<file path="config.mk">
export PLATFORM = sky130hd
export DESIGN_NAME = rtc_rate_irq
export DESIGN_NICKNAME = d
export VERILOG_FILES = /design/src/rtl/rtc_rate_pkg.sv /design/src/rtl/rtc_prescaler.sv /design/src/rtl/rtc_rate_tap.sv /design/src/rtl/rtc_irq_flags.sv /design/src/rtl/rtc_rate_irq.sv
export SDC_FILE = /design/constraint.sdc
export NUM_CORES = 1
export LEC_CHECK = 0
export ABC_AREA = 1
export BUFFER_PORTS_ARGS = -buffer_cell sky130_fd_sc_hd__buf_2
export CORE_UTILIZATION = 40
export CTS_CLUSTER_DIAMETER = 50
export DETAILED_ROUTE_END_ITERATION = 6
export GPL_ROUTABILITY_DRIVEN = 0
export PLACE_DENSITY_LB_ADDON = 0.1
export SYNTH_ARGS = -nofsm -noshare
export SYNTH_HDL_FRONTEND = slang
export SYNTH_SLANG_ARGS = --single-unit
export TNS_END_PERCENT = 5
</file>
<file path="constraint.sdc">
create_clock -name clk -period 1.48 [get_ports clk]
set_input_delay 0.074 -clock clk [delete_from_list [all_inputs] [get_ports clk]]
set_output_delay 0.074 -clock clk [all_outputs]
set_load 0.01 [all_outputs]
</file>
<file path="src/rtl/rtc_rate_pkg.sv">
package rtc_rate_pkg;
  // Flag byte bit positions (software decodes these)
  localparam int FLG_SUM = 7;
  localparam int FLG_PER = 6;
  localparam int FLG_ALM = 5;
  localparam int FLG_UPD = 4;

  // Divider codes 3'b110 and 3'b111 keep the prescaler in reset
  function automatic logic div_is_held(input logic [2:0] code);
    return code[2] & code[1];
  endfunction
endpackage

</file>
<file path="src/rtl/rtc_prescaler.sv">
module rtc_prescaler #(
  parameter int CNT_W = 15
) (
  input  logic             clk,
  input  logic             rst_n,
  input  logic             hold,
  input  logic             tick,
  output logic [CNT_W-1:0] cnt
);
  always_ff @(posedge clk) begin
    if (!rst_n)    cnt <= '0;
    else if (hold) cnt <= '0;
    else if (tick) cnt <= cnt + 1'b1;
  end

  // a held divider restarts from zero
  a_r3_prescaler_zeroed: assert property (@(posedge clk) disable iff (!rst_n)
    hold |=> (cnt == '0));
endmodule

</file>
<file path="src/rtl/rtc_rate_tap.sv">
module rtc_rate_tap #(
  parameter int CNT_W = 15,
  parameter int SEL_W = 4
) (
  input  logic             clk,
  input  logic             rst_n,
  input  logic             hold,
  input  logic             tick,
  input  logic [CNT_W-1:0] cnt,
  input  logic [SEL_W-1:0] rate_sel,
  input  logic             sq_en,
  output logic             per_evt,
  output logic             sqw
);
  logic [CNT_W-1:0] tap_mask;
  logic             tap_hit;
  logic             sq_park;

  // Code r uses the low r-1 prescaler bits: event when they are all ones
  always_comb begin
    for (int i = 0; i < CNT_W; i++) tap_mask[i] = (int'(rate_sel) > i + 1);
  end

  assign tap_hit = tick && !hold && (rate_sel != '0) && ((cnt & tap_mask) == tap_mask);
  assign sq_park = !sq_en || (rate_sel == '0) || hold;

  always_ff @(posedge clk) begin
    if (!rst_n) begin
      per_evt <= 1'b0;
      sqw     <= 1'b0;
    end else begin
      per_evt <= tap_hit;
      if (sq_park)      sqw <= 1'b0;
      else if (tap_hit) sqw <= ~sqw;
    end
  end

  a_r1_code0_silent: assert property (@(posedge clk) disable iff (!rst_n)
    (rate_sel == '0) |=> !per_evt);
  a_r3_hold_no_event: assert property (@(posedge clk) disable iff (!rst_n)
    hold |=> !per_evt);
  a_r2_sqw_parked: assert property (@(posedge clk) disable iff (!rst_n)
    (!sq_en || rate_sel == '0) |=> !sqw);
endmodule

</file>
<file path="src/rtl/rtc_irq_flags.sv">
module rtc_irq_flags (
  input  logic       clk,
  input  logic       rst_n,
  input  logic       per_evt,
  input  logic       alarm_evt,
  input  logic       update_evt,
  input  logic       rd,
  input  logic [2:0] en,      // {periodic, alarm, update}
  output logic [7:0] rdata,
  output logic       irq
);
  import rtc_rate_pkg::*;

  logic [2:0] flags;          // {periodic, alarm, update}
  logic [2:0] set_vec;
  logic       summary;

  assign set_vec = {per_evt, alarm_evt, update_evt};

  // A read clears; events of the same cycle land after the clear
  always_ff @(posedge clk) begin
    if (!rst_n)  flags <= '0;
    else if (rd) flags <= set_vec;
    else         flags <= flags | set_vec;
  end

  assign summary = |(flags & en);
  assign irq     = summary;

  always_comb begin
    rdata          = '0;
    rdata[FLG_SUM] = summary;
    rdata[FLG_PER] = flags[2];
    rdata[FLG_ALM] = flags[1];
    rdata[FLG_UPD] = flags[0];
  end

  a_r8_read_clears: assert property (@(posedge clk) disable iff (!rst_n)
    (rd && set_vec == '0) |=> (flags == '0));
  a_r9_event_kept: assert property (@(posedge clk) disable iff (!rst_n)
    (alarm_evt || update_evt) |=> (flags[1] || flags[0]));
  a_r6_flag_sticky: assert property (@(posedge clk) disable iff (!rst_n)
    (!rd && flags[2]) |=> flags[2]);
endmodule

</file>
<file path="src/rtl/rtc_rate_irq.sv">
module rtc_rate_irq #(
  parameter int PRESC_W = 15,
  parameter int RATE_W  = 4
) (
  input  logic              clk,
  input  logic              rst_n,
  input  logic              ref_tick,
  input  logic [2:0]        div_ctl,
  input  logic [RATE_W-1:0] rate_sel,
  input  logic              per_irq_en,
  input  logic              alm_irq_en,
  input  logic              upd_irq_en,
  input  logic              sqw_en,
  input  logic              alarm_evt,
  input  logic              update_evt,
  input  logic              flag_rd,
  output logic [7:0]        flag_rdata,
  output logic              irq,
  output logic              sqw
);
  logic               hold;
  logic [PRESC_W-1:0] presc;
  logic               per_evt;

  assign hold = rtc_rate_pkg::div_is_held(div_ctl);

  rtc_prescaler #(.CNT_W(PRESC_W)) u_presc (
    .clk(clk), .rst_n(rst_n), .hold(hold), .tick(ref_tick), .cnt(presc)
  );

  rtc_rate_tap #(.CNT_W(PRESC_W), .SEL_W(RATE_W)) u_tap (
    .clk(clk), .rst_n(rst_n), .hold(hold), .tick(ref_tick), .cnt(presc),
    .rate_sel(rate_sel), .sq_en(sqw_en), .per_evt(per_evt), .sqw(sqw)
  );

  rtc_irq_flags u_flags (
    .clk(clk), .rst_n(rst_n), .per_evt(per_evt), .alarm_evt(alarm_evt),
    .update_evt(update_evt), .rd(flag_rd),
    .en({per_irq_en, alm_irq_en, upd_irq_en}),
    .rdata(flag_rdata), .irq(irq)
  );

  a_r7_irq_is_summary: assert property (@(posedge clk) disable iff (!rst_n)
    irq == flag_rdata[7]);
endmodule

</file>
* After elaboration in Yosys (flattened, before gate mapping) *
Index checks and enable logic that the tools add are counted.
Widths: inputs -> output; s select.

storage, ports and cells
  output and inout port bits = 10
  input bits = 17
  memories = 0
  bits in registers = 20
  ROM bits = 0
  word-level logic and storage cells = 39
  RAM bits = 0
  bits in latches = 0

operators by class
  equality and inequality tests = 1
  add/subtract/negate cells = 1
  div/mod/pow operators = 0
  $lt $le $gt $ge = 14
  $mul = 0
  shift operators = 0
  muxes and demuxes = 1
  reduce and logical (&&, ||, !) cells = 12
  bitwise gates (word level) = 6

operators with widths
  cell                   count
  $gt 4x4->1 const B     7
  $gt 4x3->1 const B     4
  $add 15x1->15 const B  1
  $and 15x14->15         1
  $eq 15x14->1           1
  $gt 4x2->1 const B     2
  $gt 4x1->1 const B     1
  $logic_not 4->1        1
  $reduce_bool 4->1      1
  $reduce_or 2->1        2
  $and 3x3->3            1
  $logic_and 1x1->1      3
  $mux 3                 1
  $or 3x3->3             1
  $reduce_or 3->1        1
  $logic_not 1->1        2
  $logic_or 1x1->1       2
  $not 1->1              2
  $and 1x1->1            1

* Logic depth before layout (Yosys ltp) *
Gate-level depths: netlist of the first run.

  word-level depth = 5
  depth in mapped cells = 12
  mapped depth without buffers = 11

* Modules after synthesis *
A second synthesis of the first run with hierarchy kept.

second synthesis, totals
  cells, all modules = 212
  area, all modules = 1,257.5 µm²

modules (own cells, without submodules)
  module         times used  sequential area each (µm²)  area an instance (µm²)  cells each
  rtc_prescaler  1           300.3                       774.5                   118
  rtc_rate_tap   1           40.0                        312.8                   68
  rtc_irq_flags  1           60.1                        162.7                   24
  rtc_rate_irq   1           0.0                         7.5                     2

* Worst setup path after synthesis of the first run *
OpenSTA, ideal clock, no wires.

  kind = reg-to-reg
  start point = register u_presc.cnt[0]
  end point = register u_presc.cnt[10]
  setup time = 119 ps
  clock period less this slack = 1,325 ps
  cell stages (with the launch flop) = 9
  slack = 155 ps
  data required time = 1,361 ps
  buffers on the path = 0
  data arrival time = 1,207 ps
  cells stage by stage = dfxtp_1 ha_1 nand3_1 nor2_2 nand2_1 nor2_4 nand3_1 o21ai_1 a21oi_1

between the ends
  longest elaborated chain between the ends = 1

RTL lines
  element                 RTL line             text
  from (decl)             rtc_prescaler.sv:8   output logic [CNT_W-1:0] cnt
  from (signal assigned)  rtc_prescaler.sv:13  else if (tick) cnt <= cnt + 1'b1;
  $add 15x1->15           rtc_prescaler.sv:13

Every way passes these cells.
A chain may end at the register's enable or synchronous reset.

* Worst setup path after layout of the first run *
  start point = register u_presc.cnt[1]
  end point = register u_presc.cnt[10]

Same word-level chain as after synthesis.

==> results of run 1 <==
==> per-stage QoR <==
step | worst slack [ns] | area, um2 | setup TNS [ns] | instances | util (%)
floorplan | 0.155 | 1090 | 0 | 162 | -
global placement | 0.0929 | 1190 | 0 | 208 | 47.5
detailed placement | 0.0569 | 1190 | 0 | 208 | 47.5
CTS | 0.0337 | 1230 | 0 | 214 | 49.4
global route | -0.0141 | 1290 | -0.0207 | 216 | 51.7
finish | 0.0846 | 1290 | 0 | 216 | 51.7
==> timing repair <==
action,CTS,global route
gates resized for setup,0,10
hold buffers,2,0
endpoints found under the hold margin,2,0
setup endpoints to repair,0,3
setup buffers,0,3
==> sequential cells by signal (all words and copies together) (netlist names) <==
name	flops
u_presc.cnt	14
u_flags.flags	3
u_tap.per_evt	1
u_tap.sqw	1
==> kinds of logic after synthesis <==
group | synth area share (%)
AO/OA/AOI/OAI | 12.9
other | 0.349
AND/OR/NAND/NOR | 36.0
adder cells (fa/ha/maj) | 1.16
flip-flops | 35.4
XOR/XNOR | 0.815
buffers and inverters | 13.4
==> tightest hold or removal path: stages <==
cell	delay [ns]
buf_2	0.09
inv_1	0.07
nor2_1	0.09
==> cell type report <==
| cell class | count | area, um2 |
|---|---|---|
| clock buffers | 3 | 22.5 |
| clock inverters | 1 | 5.00 |
| fillers | 259 | 1210 |
| inverters | 22 | 87.6 |
| multi-input cells | 114 | 601 |
| flip-flops and latches | 19 | 383 |
| well taps | 30 | 37.5 |
| repair buffers | 27 | 155 |
==> power by group through the flow <==
| stage | Combinational [W] | Sequential (W) | Clock, W |
|---|---|---|---|
| after detailed placement | 0.000120 | 0.000534 | 0 |
| after CTS | 0.000125 | 0.000522 | 0.000275 |
| after global placement | 0.000119 | 0.000534 | 0 |
| after global routing | 0.000144 | 0.000525 | 0.000293 |
| after floorplan | 0.0000829 | 0.000537 | 0 |
| final | 0.000126 | 0.000524 | 0.000260 |
==> routing by layer <==
layer  GRT usage, %  share of wire (%)  routed length (um)
met3           2.54                5.5                 121
met1           19.9                 48                1040
met5              0                  0                   0
met2           27.6                 45                 979
met4           10.5                2.2                  49
==> Yosys cell counts (2+ instances only) <==
library cell  instances  area (um2)
a21oi_1              15        75.1
buf_4                 6        45.0
dfxtp_1              19         380
inv_1                19        71.3
inv_2                 2        7.51
nand2_1              34         128
nand2_2               4        25.0
nand3_1              13        65.1
nor2_1               19        71.3
nor2_2                4        25.0
nor2_4                3        33.8
nor3_1                3        15.0
o21ai_0               6        30.0
o21ai_1               2        10.0
==> path summary, 6_finish.rpt <==
path | startpoint | end | cells past startpoint
worst max-delay path | u_presc.cnt[1] | u_presc.cnt[10] | 8
worst min-delay path | rst_n | u_tap.per_evt | 3
worst min register to register | u_tap.per_evt | u_flags.flags[2] | 2
worst max register to register | u_presc.cnt[1] | u_presc.cnt[10] | 8
==> impl_metrics.prom, run 1 <==
# TYPE chip_impl_metric gauge
chip_impl_metric{name="grt_start_max_net_pins",unit=""} 12
chip_impl_metric{name="die-height",unit="um"} 53.8
chip_impl_metric{name="die_w",unit="um"} 53.8
chip_impl_metric{name="timing_max_transition_violations_final",unit=""} 0
chip_impl_info{name="startpoint_type",value="flop"} 1
chip_impl_metric{name="io-pin-count",unit=""} 27
chip_impl_metric{name="p_seq_share",unit="%"} 57.6
chip_impl_metric{name="cell_internal_pwr",unit="W"} 0.000671
chip_impl_metric{name="numClockSinks",unit=""} 19
chip_impl_metric{name="via_per_inst",unit=""} 4.66
chip_impl_metric{name="htreeDepth",unit=""} 1
chip_impl_metric{name="num_rows",unit=""} 18
chip_impl_metric{name="crit_path_buffers_inverters",unit=""} 0
chip_impl_metric{name="worstSkewPairLatency",unit="ns"} 0.30
chip_impl_metric{name="initial_utilization",unit="%"} 43.0
chip_impl_metric{name="net-switching-power",unit="W"} 0.000240
chip_impl_metric{name="clock_transition_at_path_regs",unit="ns"} 0.11
chip_impl_metric{name="swShare",unit="%"} 26.3
chip_impl_metric{name="setup_viol_count_final",unit=""} 0
chip_impl_metric{name="final.period_utilization",unit="%"} 94.3
chip_impl_metric{name="area_growth",unit="%"} 20.1
chip_impl_metric{name="critical_path_required",unit="ns"} 1.68
chip_impl_metric{name="postSynthRegisterBits",unit=""} 19
chip_impl_metric{name="max_freq",unit="MHz"} 717
chip_impl_metric{name="max_cap_viol_count",unit=""} 0
chip_impl_info{name="status",value="finished, final reports clean"} 1
chip_impl_metric{name="global_route.usage.total",unit="%"} 16.7
chip_impl_metric{name="number_of_failing_hold_endpoints_at_the_final_stage",unit=""} 0
chip_impl_metric{name="layout-drive-gt1-share",unit="%"} 29.0
chip_impl_metric{name="placeableCoreArea",unit="um2"} 2500
chip_impl_metric{name="die_area",unit="um2"} 2900
chip_impl_info{name="critical_path.cell_chain",value="ha_4, nand3_2, nor2_2, nand2_2, nor2_4, nand3_2, o21ai_2, a21oi_1"} 1
chip_impl_metric{name="vias",unit=""} 1007
chip_impl_metric{name="place.port_buffers",unit=""} 21
chip_impl_metric{name="power.clock.fraction",unit="%"} 28.6
chip_impl_info{name="worst_path_max_delay_cell",value="dfxtp_2"} 1
chip_impl_metric{name="critical_path_arrival",unit="ns"} 1.59
chip_impl_metric{name="async_flop_share",unit="%"} 0
chip_impl_metric{name="finish.net_count",unit=""} 205
chip_impl_info{name="worstSetupEndpointType",value="flop"} 1
chip_impl_info{name="final_cell_mix",value="nand2_1 (33), buf_2 (21), inv_1 (19), nor2_1 (19), dfxtp_1 (17)"} 1
chip_impl_metric{name="ys_warn_count",unit=""} 0
chip_impl_metric{name="antenna_found_initial",unit=""} 0
chip_impl_metric{name="worstPathMaxFanout",unit=""} 5
chip_impl_info{name="criticalPathCategory",value="reg2reg"} 1
chip_impl_metric{name="count_of_mapped_cells_out_of_synthesis",unit=""} 159
chip_impl_info{name="cell_type_group_with_the_largest_total_delay_on_the_critical_path",value="simple AND/OR/NAND/NOR gates"} 1
chip_impl_metric{name="netlist-cell-type-count",unit=""} 24
chip_impl_metric{name="cts_made_buffers",unit=""} 3
chip_impl_metric{name="total_power",unit="W"} 0.000910
chip_impl_info{name="final_common_cell",value="nand2_1"} 1
chip_impl_metric{name="combPwrFrac",unit="%"} 13.8
chip_impl_metric{name="synth_edf_count",unit=""} 0
chip_impl_metric{name="vdd_ir_drop_max",unit="V"} 0.000437
chip_impl_metric{name="critPathMaxStageDelay",unit="ns"} 0.37
chip_impl_info{name="hold_class",value="in2reg"} 1
chip_impl_info{name="synth_flop_type",value="dfxtp_1"} 1
chip_impl_metric{name="post_layout_min_period",unit="ns"} 1.40
chip_impl_metric{name="drc_errors",unit=""} 0
chip_impl_metric{name="wirelength",unit="um"} 2200
chip_impl_metric{name="worst-r2r-setup-slack",unit="ns"} 0.08
chip_impl_metric{name="route.detailed.wl_per_inst",unit="um"} 10.2
chip_impl_metric{name="avgSynthCellArea",unit="um2"} 6.76
chip_impl_metric{name="drt_pre_antenna_iters",unit=""} 4
chip_impl_metric{name="post_synth_instance_area",unit="um2"} 1070
chip_impl_metric{name="detailedPlacementHpwl",unit="um"} 1660
chip_impl_metric{name="first_global_vias",unit=""} 837
chip_impl_metric{name="grt_overflow_total",unit=""} 0
chip_impl_info{name="clock_tree_from_tritoncts",value="yes"} 1
chip_impl_info{name="cts_root_buffer_type",value="clkbuf_4"} 1
chip_impl_metric{name="grt_first_pass_wirelength",unit="um"} 3370
chip_impl_info{name="crit_top_cell",value="nand3_2"} 1
chip_impl_metric{name="ctsLongestPathBuffers",unit=""} 2
chip_impl_metric{name="worst_hold_slack",unit="ns"} 0.0529
chip_impl_metric{name="power.leakage",unit="nW"} 0.571
chip_impl_metric{name="finClkSkew",unit="ns"} 0.00464
chip_impl_metric{name="drtAntennaViolNets",unit=""} 0
chip_impl_metric{name="synth_seq_area_share",unit="%"} 35.4
chip_impl_metric{name="num_antenna_cells",unit=""} 0
chip_impl_metric{name="power_per_cell_area",unit="nW/um2"} 705
chip_impl_metric{name="drt_iter0_drc",unit=""} 13
No activity file was read; power rests on OpenSTA's default activity.
==> inputs of run 2 (changes only) <==
==> constraint.sdc (replaced) <==
create_clock -name clk -period 1.48 [get_ports clk]
set_input_delay 0.222 -clock clk [delete_from_list [all_inputs] [get_ports clk]]
set_output_delay 0.222 -clock clk [all_outputs]
set_load 0.01 [all_outputs]
==> run 2 against run 1 <==
Register-to-register slack about the same. Utilization rose by 0.10 points. Die area stayed put. Final cell count decreased by 0.93%. Final area rose by 0.19%. Total power grew 0.88%. First-iteration DRC count rose by 38%. Clock-buffer cell count up 1. Global-route usage increased by 0.44 points. Critical path type unchanged.
==> impl_metrics.prom, run 2 (synthesis gave the netlist of run 1 again) <==
# TYPE chip_impl_metric gauge
chip_impl_info{name="status",value="finished, final reports clean"} 1
chip_impl_info{name="worstSetupEndpointType",value="flop"} 1
chip_impl_metric{name="max_freq",unit="MHz"} 716
chip_impl_metric{name="route.detailed.wl_per_inst",unit="um"} 10.3
chip_impl_metric{name="power.leakage",unit="nW"} 0.562
chip_impl_metric{name="number_of_flip_flops_in_the_largest_register",unit=""} 14
chip_impl_info{name="clock_tree_from_tritoncts",value="yes"} 1
chip_impl_metric{name="layout-drive-gt1-share",unit="%"} 29.3
chip_impl_metric{name="antenna_found_initial",unit=""} 0
chip_impl_metric{name="vias",unit=""} 1018
chip_impl_metric{name="drt_pre_antenna_iters",unit=""} 4
chip_impl_metric{name="via_per_inst",unit=""} 4.76
chip_impl_metric{name="first_global_vias",unit=""} 852
chip_impl_info{name="largest_registers",value="u_presc.cnt (14), u_flags.flags (3)"} 1
chip_impl_metric{name="combPwrFrac",unit="%"} 13.9
chip_impl_info{name="criticalPathCategory",value="reg2reg"} 1
chip_impl_metric{name="critical_path_required",unit="ns"} 1.69
chip_impl_metric{name="worstPathMaxFanout",unit=""} 4
chip_impl_metric{name="place.port_buffers",unit=""} 21
chip_impl_info{name="cts_root_buffer_type",value="clkbuf_4"} 1
chip_impl_metric{name="fillerInstances",unit=""} 261
chip_impl_info{name="top_register",value="u_presc.cnt"} 1
chip_impl_metric{name="drc_errors",unit=""} 0
chip_impl_metric{name="clock_transition_at_path_regs",unit="ns"} 0.11
chip_impl_metric{name="cell_internal_pwr",unit="W"} 0.000675
chip_impl_metric{name="timing_max_transition_violations_final",unit=""} 0
chip_impl_metric{name="swShare",unit="%"} 26.5
chip_impl_metric{name="htreeDepth",unit=""} 1
chip_impl_metric{name="number_of_failing_hold_endpoints_at_the_final_stage",unit=""} 0
chip_impl_metric{name="numClockSinks",unit=""} 19
chip_impl_metric{name="grt_first_pass_wirelength",unit="um"} 3420
chip_impl_info{name="hold_class",value="in2reg"} 1
chip_impl_metric{name="initial_utilization",unit="%"} 43.0
chip_impl_metric{name="drtAntennaViolNets",unit=""} 0
chip_impl_info{name="final_cell_mix",value="nand2_1 (33), buf_2 (21), inv_1 (19), nor2_1 (19), dfxtp_1 (16)"} 1
chip_impl_metric{name="power_per_cell_area",unit="nW/um2"} 710
chip_impl_info{name="startpoint_type",value="flop"} 1
chip_impl_metric{name="setup_viol_count_final",unit=""} 0
chip_impl_metric{name="worstSkewPairLatency",unit="ns"} 0.30
chip_impl_metric{name="vdd_ir_drop_max",unit="V"} 0.000540
chip_impl_metric{name="final.period_utilization",unit="%"} 94.4
chip_impl_metric{name="finClkSkew",unit="ns"} 0.00838
chip_impl_metric{name="die_area",unit="um2"} 2900
chip_impl_metric{name="drt_iter0_drc",unit=""} 18
chip_impl_metric{name="detailedPlacementHpwl",unit="um"} 1640
chip_impl_metric{name="placeableCoreArea",unit="um2"} 2500
chip_impl_metric{name="post_layout_min_period",unit="ns"} 1.40
chip_impl_metric{name="worst_hold_slack",unit="ns"} 0.125
chip_impl_metric{name="grt_start_max_net_pins",unit=""} 11
chip_impl_metric{name="net-switching-power",unit="W"} 0.000243
chip_impl_info{name="final_common_cell",value="nand2_1"} 1
chip_impl_metric{name="global_route.usage.total",unit="%"} 17.1
chip_impl_metric{name="ctsLongestPathBuffers",unit=""} 2
chip_impl_metric{name="finish.net_count",unit=""} 203
chip_impl_metric{name="die_w",unit="um"} 53.8
chip_impl_metric{name="io-pin-count",unit=""} 27
chip_impl_metric{name="total_power",unit="W"} 0.000918
chip_impl_info{name="rsz0062_at_grt",value="yes"} 1
chip_impl_metric{name="grt_overflow_total",unit=""} 0
chip_impl_metric{name="cts_made_buffers",unit=""} 3
chip_impl_metric{name="num_antenna_cells",unit=""} 0
chip_impl_metric{name="die-height",unit="um"} 53.8
chip_impl_metric{name="area_growth",unit="%"} 20.4
chip_impl_metric{name="power.clock.fraction",unit="%"} 29.1
chip_impl_metric{name="wirelength",unit="um"} 2200
chip_impl_metric{name="max_cap_viol_count",unit=""} 0
chip_impl_metric{name="setup-tns-final",unit="ns"} 0
chip_impl_metric{name="hold_buffers",unit=""} 0
chip_impl_metric{name="p_seq_share",unit="%"} 57.0
chip_impl_metric{name="critical_path_arrival",unit="ns"} 1.60
chip_impl_metric{name="num_rows",unit=""} 18
run 2: changes by cell type in the layout (fill, tap and decap cells not counted):
cell           delta
dfxtp_4           +1
nor2_4            +1
nand3_2           -1
nand3_4           +1
clkinv_2          -1
buf_4             -2
nor2_2            -1
dfxtp_1           -1
buf_6             +2
clkbuf_1          +1
dlygate4sd3_1     -2
run 2: power groups by stage:
| stage | sequential, W | combinational [W] | clock, W |
|---|---|---|---|
| floorplan | 0.000537 | 0.0000829 | 0 |
| global placement | 0.000534 | 0.000121 | 0 |
| detailed placement | 0.000534 | 0.000121 | 0 |
| CTS | 0.000522 | 0.000122 | 0.000284 |
| global route | 0.000525 | 0.000144 | 0.000312 |
| finish | 0.000524 | 0.000127 | 0.000267 |
run 2: timing repair:
item,in CTS,in global routing
endpoints found under the setup margin,0,4
resized for setup,0,16
setup buffers,0,1
endpoints found under the hold margin,0,0
run 2: path summary, 6_finish.rpt:
kind                       start               end  slack, ns  cells after the start
setup / recovery  u_presc.cnt[0]   u_presc.cnt[13]       0.08                     10
hold reg to reg    u_tap.per_evt  u_flags.flags[2]       0.45                      2
setup reg to reg  u_presc.cnt[0]   u_presc.cnt[13]       0.08                     10
hold / removal        update_evt  u_flags.flags[0]       0.12                      3
run 2: worst max-delay path, stage by stage (launching register included):
cell and delay (ns):
dfxtp_2 0.37, buf_6 0.11, nand2_2 0.05, nor2_2 0.12, inv_2 0.06, nor2_4 0.16, nand3_4 0.11, nor2_4 0.16
nand3_2 0.07, nand2_1 0.06, nor2_1 0.04
run 2: routing by layer:
metal / GRT usage [%] / part of all wire [%] / wire [um] / vias up
met5: 0 / 0 / 0 / -
met4: 9.21 / 2.4 / 53 / 0
met3: 4.24 / 4.8 / 106 / 5
met2: 27.8 / 45 / 998 / 24
met1: 20.5 / 47 / 1040 / 440
li1: - / - / - / 549
run 2: area by class of cell:
| type | count | area [um2] | area share [%] |
|---|---|---|---|
| inverter | 22 | 87.6 | 6.77 |
| multi-input combinational | 114 | 613 | 47.4 |
| timing repair buffer | 25 | 143 | 11.0 |
| tap | 30 | 37.5 | 2.90 |
| sequential | 19 | 387 | 29.9 |
| clock buffer | 4 | 26.3 | 2.03 |
run 2: through the flow:
step	cell area, um2	utilization [%]	instances	setup WS (ns)
floorplan	1090	-	162	0.155
global placement	1190	47.8	209	0.0921
detailed placement	1190	47.8	209	0.0879
CTS	1220	48.8	213	0.0541
global route	1290	51.8	214	-0.0134
finish	1290	51.8	214	0.0832
